===== config.mk =====
export PLATFORM = sky130hd
export DESIGN_NAME = code_region_remap
export DESIGN_NICKNAME = d
export VERILOG_FILES = /design/src/rtl/remap_pkg.sv /design/src/rtl/remap_cfg_regs.sv /design/src/rtl/remap_match.sv /design/src/rtl/remap_pick.sv /design/src/rtl/remap_pipe.sv /design/src/rtl/code_region_remap.sv
export SDC_FILE = /design/constraint.sdc
export NUM_CORES = 1
export LEC_CHECK = 0
export BUFFER_PORTS_ARGS = -buffer_cell sky130_fd_sc_hd__buf_2
export CAP_MARGIN = 20
export CORE_UTILIZATION = 40
export CTS_BUF_LIST = sky130_fd_sc_hd__clkbuf_4 sky130_fd_sc_hd__clkbuf_8 sky130_fd_sc_hd__clkbuf_16
export DETAILED_ROUTE_END_ITERATION = 6
export PLACE_DENSITY_LB_ADDON = 0.3
export SYNTH_ARGS = -nofsm -noshare
export SYNTH_HDL_FRONTEND = slang
export SYNTH_SLANG_ARGS = --single-unit
export TNS_END_PERCENT = 30

===== constraint.sdc =====
create_clock -name clk -period 2.25 [get_ports clk]
set_input_delay 0.45 -clock clk [delete_from_list [all_inputs] [get_ports clk]]
set_output_delay 0.45 -clock clk [all_outputs]
set_load 0.1 [all_outputs]

===== src/rtl/remap_pkg.sv =====
package remap_pkg;
  localparam int ADDR_W    = 32;
  localparam int RS_MIN    = 21;
  localparam int RS_MAX    = 27;
  localparam int ZERO_HI   = 3;
  localparam int ALIAS_TOP = ADDR_W - ZERO_HI - 1;
  localparam int SUB_W     = ALIAS_TOP - RS_MIN + 1;
  localparam int DEST_W    = ADDR_W - RS_MIN;
  localparam int EXP_W     = $clog2(ADDR_W);

  typedef struct packed {
    logic              en;
    logic [SUB_W-1:0]  sub_base;
    logic [EXP_W-1:0]  size_exp;
    logic [DEST_W-1:0] dest_base;
    logic              port_sel;
  } region_t;

  // bit j covers address bit RS_MIN+j; set when that bit lies at or above the size exponent
  function automatic logic [DEST_W-1:0] upper_mask(input logic [EXP_W-1:0] rs);
    logic [DEST_W-1:0] m;
    for (int j = 0; j < DEST_W; j++) m[j] = (int'(rs) <= RS_MIN + j);
    return m;
  endfunction

  function automatic logic [EXP_W-1:0] clamp_exp(input logic [EXP_W-1:0] raw);
    if (int'(raw) < RS_MIN) return EXP_W'(RS_MIN);
    if (int'(raw) > RS_MAX) return EXP_W'(RS_MAX);
    return raw;
  endfunction
endpackage


===== src/rtl/remap_cfg_regs.sv =====
module remap_cfg_regs
  import remap_pkg::*;
#(
  parameter int NUM_REG = 4,
  localparam int IDX_W = (NUM_REG > 1) ? $clog2(NUM_REG) : 1
) (
  input  logic                      clk,
  input  logic                      rst_n,
  input  logic                      wr_en,
  input  logic [IDX_W-1:0]          wr_idx,
  input  region_t                   wr_data,
  output region_t [NUM_REG-1:0]     regions_o
);
  for (genvar r = 0; r < NUM_REG; r++) begin : g_reg
    always_ff @(posedge clk or negedge rst_n) begin
      if (!rst_n) begin
        regions_o[r] <= '0;
      end else if (wr_en && (int'(wr_idx) == r)) begin
        regions_o[r]          <= wr_data;
        regions_o[r].size_exp <= clamp_exp(wr_data.size_exp);
      end
    end
  end
endmodule


===== src/rtl/remap_match.sv =====
module remap_match
  import remap_pkg::*;
#(
  parameter int NUM_REG = 4
) (
  input  logic [ADDR_W-1:0]               addr_i,
  input  region_t [NUM_REG-1:0]           regions_i,
  output logic [NUM_REG-1:0]              hits_o,
  output logic [NUM_REG-1:0][ADDR_W-1:0]  xlat_o
);
  for (genvar r = 0; r < NUM_REG; r++) begin : g_cmp
    logic [DEST_W-1:0] m;
    logic [DEST_W-1:0] upper;
    logic [SUB_W-1:0]  diff;
    always_comb begin
      m     = upper_mask(regions_i[r].size_exp);
      upper = addr_i[ADDR_W-1:RS_MIN];
      diff  = (addr_i[ALIAS_TOP:RS_MIN] ^ regions_i[r].sub_base) & m[SUB_W-1:0];
      hits_o[r] = regions_i[r].en && (addr_i[ADDR_W-1:ALIAS_TOP+1] == '0) && (diff == '0);
      xlat_o[r] = {(regions_i[r].dest_base & m) | (upper & ~m), addr_i[RS_MIN-1:0]};
    end
  end
endmodule


===== src/rtl/remap_pick.sv =====
module remap_pick
  import remap_pkg::*;
#(
  parameter int NUM_REG = 4
) (
  input  logic [ADDR_W-1:0]               addr_i,
  input  logic [NUM_REG-1:0]              hits_i,
  input  logic [NUM_REG-1:0][ADDR_W-1:0]  xlat_i,
  input  region_t [NUM_REG-1:0]           regions_i,
  output logic                            hit_any_o,
  output logic [ADDR_W-1:0]               addr_o,
  output logic                            port_o
);
  // walk from the top index down so the lowest hitting index is written last
  always_comb begin
    hit_any_o = |hits_i;
    addr_o    = addr_i;
    port_o    = 1'b0;
    for (int r = NUM_REG - 1; r >= 0; r--) begin
      if (hits_i[r]) begin
        addr_o = xlat_i[r];
        port_o = regions_i[r].port_sel;
      end
    end
  end
endmodule


===== src/rtl/remap_pipe.sv =====
module remap_pipe #(
  parameter int DATA_W = 32
) (
  input  logic              clk,
  input  logic              rst_n,
  input  logic              in_valid,
  output logic              in_ready,
  input  logic [DATA_W-1:0] in_addr,
  input  logic              in_port,
  output logic              out_valid,
  input  logic              out_ready,
  output logic [DATA_W-1:0] out_addr,
  output logic              out_port
);
  assign in_ready = !out_valid || out_ready;

  always_ff @(posedge clk or negedge rst_n) begin
    if (!rst_n) begin
      out_valid <= 1'b0;
      out_addr  <= '0;
      out_port  <= 1'b0;
    end else if (in_ready) begin
      out_valid <= in_valid;
      if (in_valid) begin
        out_addr <= in_addr;
        out_port <= in_port;
      end
    end
  end
endmodule


===== src/rtl/code_region_remap.sv =====
module code_region_remap
  import remap_pkg::*;
#(
  parameter int NUM_REGIONS = 4,
  localparam int IDX_W = (NUM_REGIONS > 1) ? $clog2(NUM_REGIONS) : 1
) (
  input  logic              clk,
  input  logic              rst_n,
  input  logic              cfg_wr,
  input  logic [IDX_W-1:0]  cfg_idx,
  input  logic              cfg_enable,
  input  logic [SUB_W-1:0]  cfg_sub_base,
  input  logic [EXP_W-1:0]  cfg_size_exp,
  input  logic [DEST_W-1:0] cfg_dest_base,
  input  logic              cfg_port_sel,
  input  logic              in_valid,
  output logic              in_ready,
  input  logic [ADDR_W-1:0] in_addr,
  output logic              out_valid,
  input  logic              out_ready,
  output logic [ADDR_W-1:0] out_addr,
  output logic              out_port
);
  region_t                              wr_data;
  region_t [NUM_REGIONS-1:0]            regions;
  logic [NUM_REGIONS-1:0]               hits;
  logic [NUM_REGIONS-1:0][ADDR_W-1:0]   xlat;
  logic                                 hit_any;
  logic [ADDR_W-1:0]                    sel_addr;
  logic                                 sel_port;

  assign wr_data = '{en: cfg_enable, sub_base: cfg_sub_base, size_exp: cfg_size_exp,
                     dest_base: cfg_dest_base, port_sel: cfg_port_sel};

  remap_cfg_regs #(.NUM_REG(NUM_REGIONS)) u_cfg (
    .clk(clk), .rst_n(rst_n), .wr_en(cfg_wr), .wr_idx(cfg_idx),
    .wr_data(wr_data), .regions_o(regions)
  );

  remap_match #(.NUM_REG(NUM_REGIONS)) u_match (
    .addr_i(in_addr), .regions_i(regions), .hits_o(hits), .xlat_o(xlat)
  );

  remap_pick #(.NUM_REG(NUM_REGIONS)) u_pick (
    .addr_i(in_addr), .hits_i(hits), .xlat_i(xlat), .regions_i(regions),
    .hit_any_o(hit_any), .addr_o(sel_addr), .port_o(sel_port)
  );

  remap_pipe #(.DATA_W(ADDR_W)) u_pipe (
    .clk(clk), .rst_n(rst_n),
    .in_valid(in_valid), .in_ready(in_ready), .in_addr(sel_addr), .in_port(sel_port),
    .out_valid(out_valid), .out_ready(out_ready), .out_addr(out_addr), .out_port(out_port)
  );
endmodule


==> results.md <==
- Largest net degree at the start of global routing: 54
- Power Dens Cells: 921 mW/mm2
- TritonCTS clock tree: built
- Die Footprint: 0.0178 mm2
- CP startpoint kind: register
- First-pass GRT wire length: 32.8 mm
- Worst skew pair latency: 0.42 ns
- Syn Nets: 738
- WP data required: 2.56 ns
- CTS clock-pin slew for the worst setup and hold paths: 0.06 ns
- Leak: 4.34 nW
- Hold Crit Class: in -> reg
- Final #Nets: 928
- HP Start: in_addr[18]
- Vias: 5851
- Worst EP arrival: 2.59 ns
- Worst-margin pin slew: 0.772 ns
- IO Pins: 100
- First-pass DRT Iterations: 5
- PortBufs: 99
- Post-route cell area: 0.00914 mm2
- Most frequent cells in the layout: nand2_1 (170), dfrtp_1 (131), buf_4 (105)
- Worst-path cell with the longest stage delay: dfrtp_1
- Average wire per cell in the routed design: 18.9 um
- Die Ht: 133 um
- Sw frac: 0.334
- Crit end category: register
- Pint: 5.61 mW
- Rel. slew slack: 0.485
- Post-DRT Antenna Nets: 0
- Ys async rst share: 1.00
- CP delay by family, top: compound AO/OA/AOI/OAI gates
- Launch point of the worst path: u_cfg.regions_o[68]
- Minimum clock period: 2.28 ns
- CTS Buffer Depth: 2
- Detailed placement HPWL: 15.2 mm
- Outcome: finished with violations
- Overall global routing resource usage: 0.245
- Crit-path max FO: 6
- Peak VDD IR: 0.541 mV
- CP Class: reg -> reg
- Vias in the first global route: 6050
- Post-synth EDFFs: 0
- Max cap viols: 0
- DRC errors left: 0
- Antenna Cells: 0
- Clock Skew: 0.00511 ns
- Grt total ovfl: 0
- Fin crit share: 1.01
- Worst slack, placed: -0.390 ns
- M1 WL: 8.92 mm
- Clock power frac: 0.353
- Wire length on met2: 10.1 mm
- Combinational power share: 0.267
- Count of final hold-check violations: 0
- Final wirelength: 20.7 mm
- Core Rows: 47
- Max Transition Viols Final: 0
- Reg-to-reg startpoint: u_cfg.regions_o[68]
- YS warnings: 0
- Syn avg cell area: 10.3 um2
- Psw: 2.81 mW
- CP peak stage delay: 0.43 ns
- Unrepaired setup endpoints after global routing: yes
- Reg-to-reg slack, setup: -0.03 ns
- Setup violators final: 3
- CTS sink cnt: 138
- Violated checks: negative setup slack
- Crit path buf inv count: 2
- Mapped Cells: 673
- Max Fclk: 0.438 GHz
- Core Region: 0.0167 mm2
- Ys flop type: dfrtp_1
- Starting Density: 0.413
- Library cells used by synthesis: 64
- Cell area after synthesis: 0.00690 mm2
- Vias per std cell: 5.34
- Commonest non-fill, non-tap cell in the layout: nand2_1
- P&R area growth vs syn: 32.4%
- Seq pwr share: 0.380
- Die W: 133 um
- Max layer used: met4
- CTS Root Cell: clkbuf_16
- Initial antenna violation count: 0
- Num CTS Buffers: 17
- WL met3: 1.05 mm
- Register bit total from synthesis: 138
- Setup WS post-layout: -0.0311 ns
- Layout cells sized above 1: 0.411
- Final GP Congestion: 0.913
- Finished Core Util: 0.547
- Sequential cell area fraction in the yosys report: 0.500
- Cells along the critical path: o211ai_1 -> buf_4 -> a22o_1 -> a211o_1 -> or2_4 -> nor3_4 -> buf_6 -> nand2_1 -> a32o_1
- H-tree depth: 4
- DP Area: 0.00826 mm2
- Starting DRT DRC Count: 317
## metrics by stage
step           setup TNS [ns]  total power [mW]  hold slack [ns]  std cells
6_report              -0.0736              8.41            0.218       1096
5_1_grt                 -1.19              8.74            0.207       1096
4_1_cts               -0.0906              8.42            0.199       1096
3_5_place_dp            -3.72              5.39            0.433       1051
3_3_place_gp            -3.80              5.34            0.433       1051
2_1_floorplan               0              4.57            0.154        673
## layer usage
metal / up-vias / GRT usage
li1: 2725 / -
met1: 2933 / 0.308
met3: 46 / 0.0540
met4: 0 / 0.114
met2: 147 / 0.402
met5: - / 0
## path summary, 6_finish.rpt
| path | endpoint | cells past startpoint |
|---|---|---|
| max in group asynchronous | u_pipe.out_valid | 3 |
| min | u_pipe.out_addr[18] | 3 |
| max reg2reg | u_pipe.out_addr[21] | 9 |
| min reg2reg | u_pipe.out_addr[18] | 2 |
| min in group asynchronous | u_cfg.regions_o[17] | 2 |
| max | u_pipe.out_addr[21] | 9 |
## repair_timing
action	in CTS	in global routing
buffers inserted	12	0
hold buffers	1	0
setup endpoints to repair	12	12
pin swaps	15	4
hold endpoints to repair	37	0
gates resized for setup	23	15
## power by group through the flow
| stage | combinational (mW) | clock (mW) | sequential [mW] |
|---|---|---|---|
| 3_5_place_dp | 2.18 | 0 | 3.22 |
| 6_report | 2.25 | 2.97 | 3.20 |
| 2_1_floorplan | 0.890 | 0 | 3.69 |
| 5_1_grt | 2.39 | 3.11 | 3.24 |
| 3_3_place_gp | 2.14 | 0 | 3.20 |
| 4_1_cts | 2.22 | 3.01 | 3.19 |
## kinds of logic after synthesis
kind of cell | Yosys count | share of synthesized area
compound gates | 111 | 0.117
xor+xnor | 32 | 0.0433
fa+ha+maj | 1 | 0.00145
buf+inv | 46 | 0.0301
flops | 138 | 0.500
mux | 93 | 0.149
simple gates | 252 | 0.158
## tightest hold or removal path, cell delays in order
cell,delay [ns]
buf_2,0.07
nand2_1,0.04
nand2_1,0.04
## cell usage after synthesis, types with 3 or more instances
| library cell | number | area [um2] |
|---|---|---|
| nand2_1 | 171 | 642 |
| dfrtp_1 | 138 | 3450 |
| mux2_2 | 77 | 867 |
| clkbuf_1 | 25 | 93.8 |
| a21oi_1 | 24 | 120 |
| o21ai_0 | 23 | 115 |
| nor2_1 | 20 | 75.1 |
| xor2_1 | 18 | 158 |
| nand3_1 | 17 | 85.1 |
| mux2i_1 | 16 | 160 |
| xnor2_1 | 13 | 114 |
| buf_2 | 9 | 45.0 |
| nor3b_1 | 7 | 52.6 |
| o211ai_1 | 7 | 52.6 |
| a31oi_1 | 6 | 37.5 |
| and2_1 | 6 | 37.5 |
| and3_1 | 6 | 37.5 |
| nor3_1 | 6 | 30.0 |
| inv_1 | 5 | 18.8 |
| nand2b_1 | 5 | 31.3 |
| a211oi_1 | 4 | 30.0 |
| buf_4 | 4 | 30.0 |
| a21o_1 | 3 | 22.5 |
| a22o_1 | 3 | 26.3 |
| a22oi_1 | 3 | 22.5 |
| a32o_1 | 3 | 30.0 |
| nand3b_1 | 3 | 22.5 |
| o2111ai_1 | 3 | 26.3 |
| o31ai_1 | 3 | 22.5 |
## flip-flops by register name, summed over array words and instances (netlist names)
name / cells
u_pipe.out_valid: 1
u_cfg.regions_o: 104
u_pipe.out_port: 1
u_pipe.out_addr: 32
## final cells by class
| type | instances | area (um2) |
|---|---|---|
| fill | 1501 | 7560 |
| sequential | 138 | 3460 |
| multi-input combinational | 489 | 3360 |
| timing repair buffer | 212 | 1390 |
| clock buffer | 18 | 433 |
| tap | 220 | 275 |
| clock inverter | 14 | 198 |
| inverter | 5 | 18.8 |
Power figures use the tool's default switching activity.
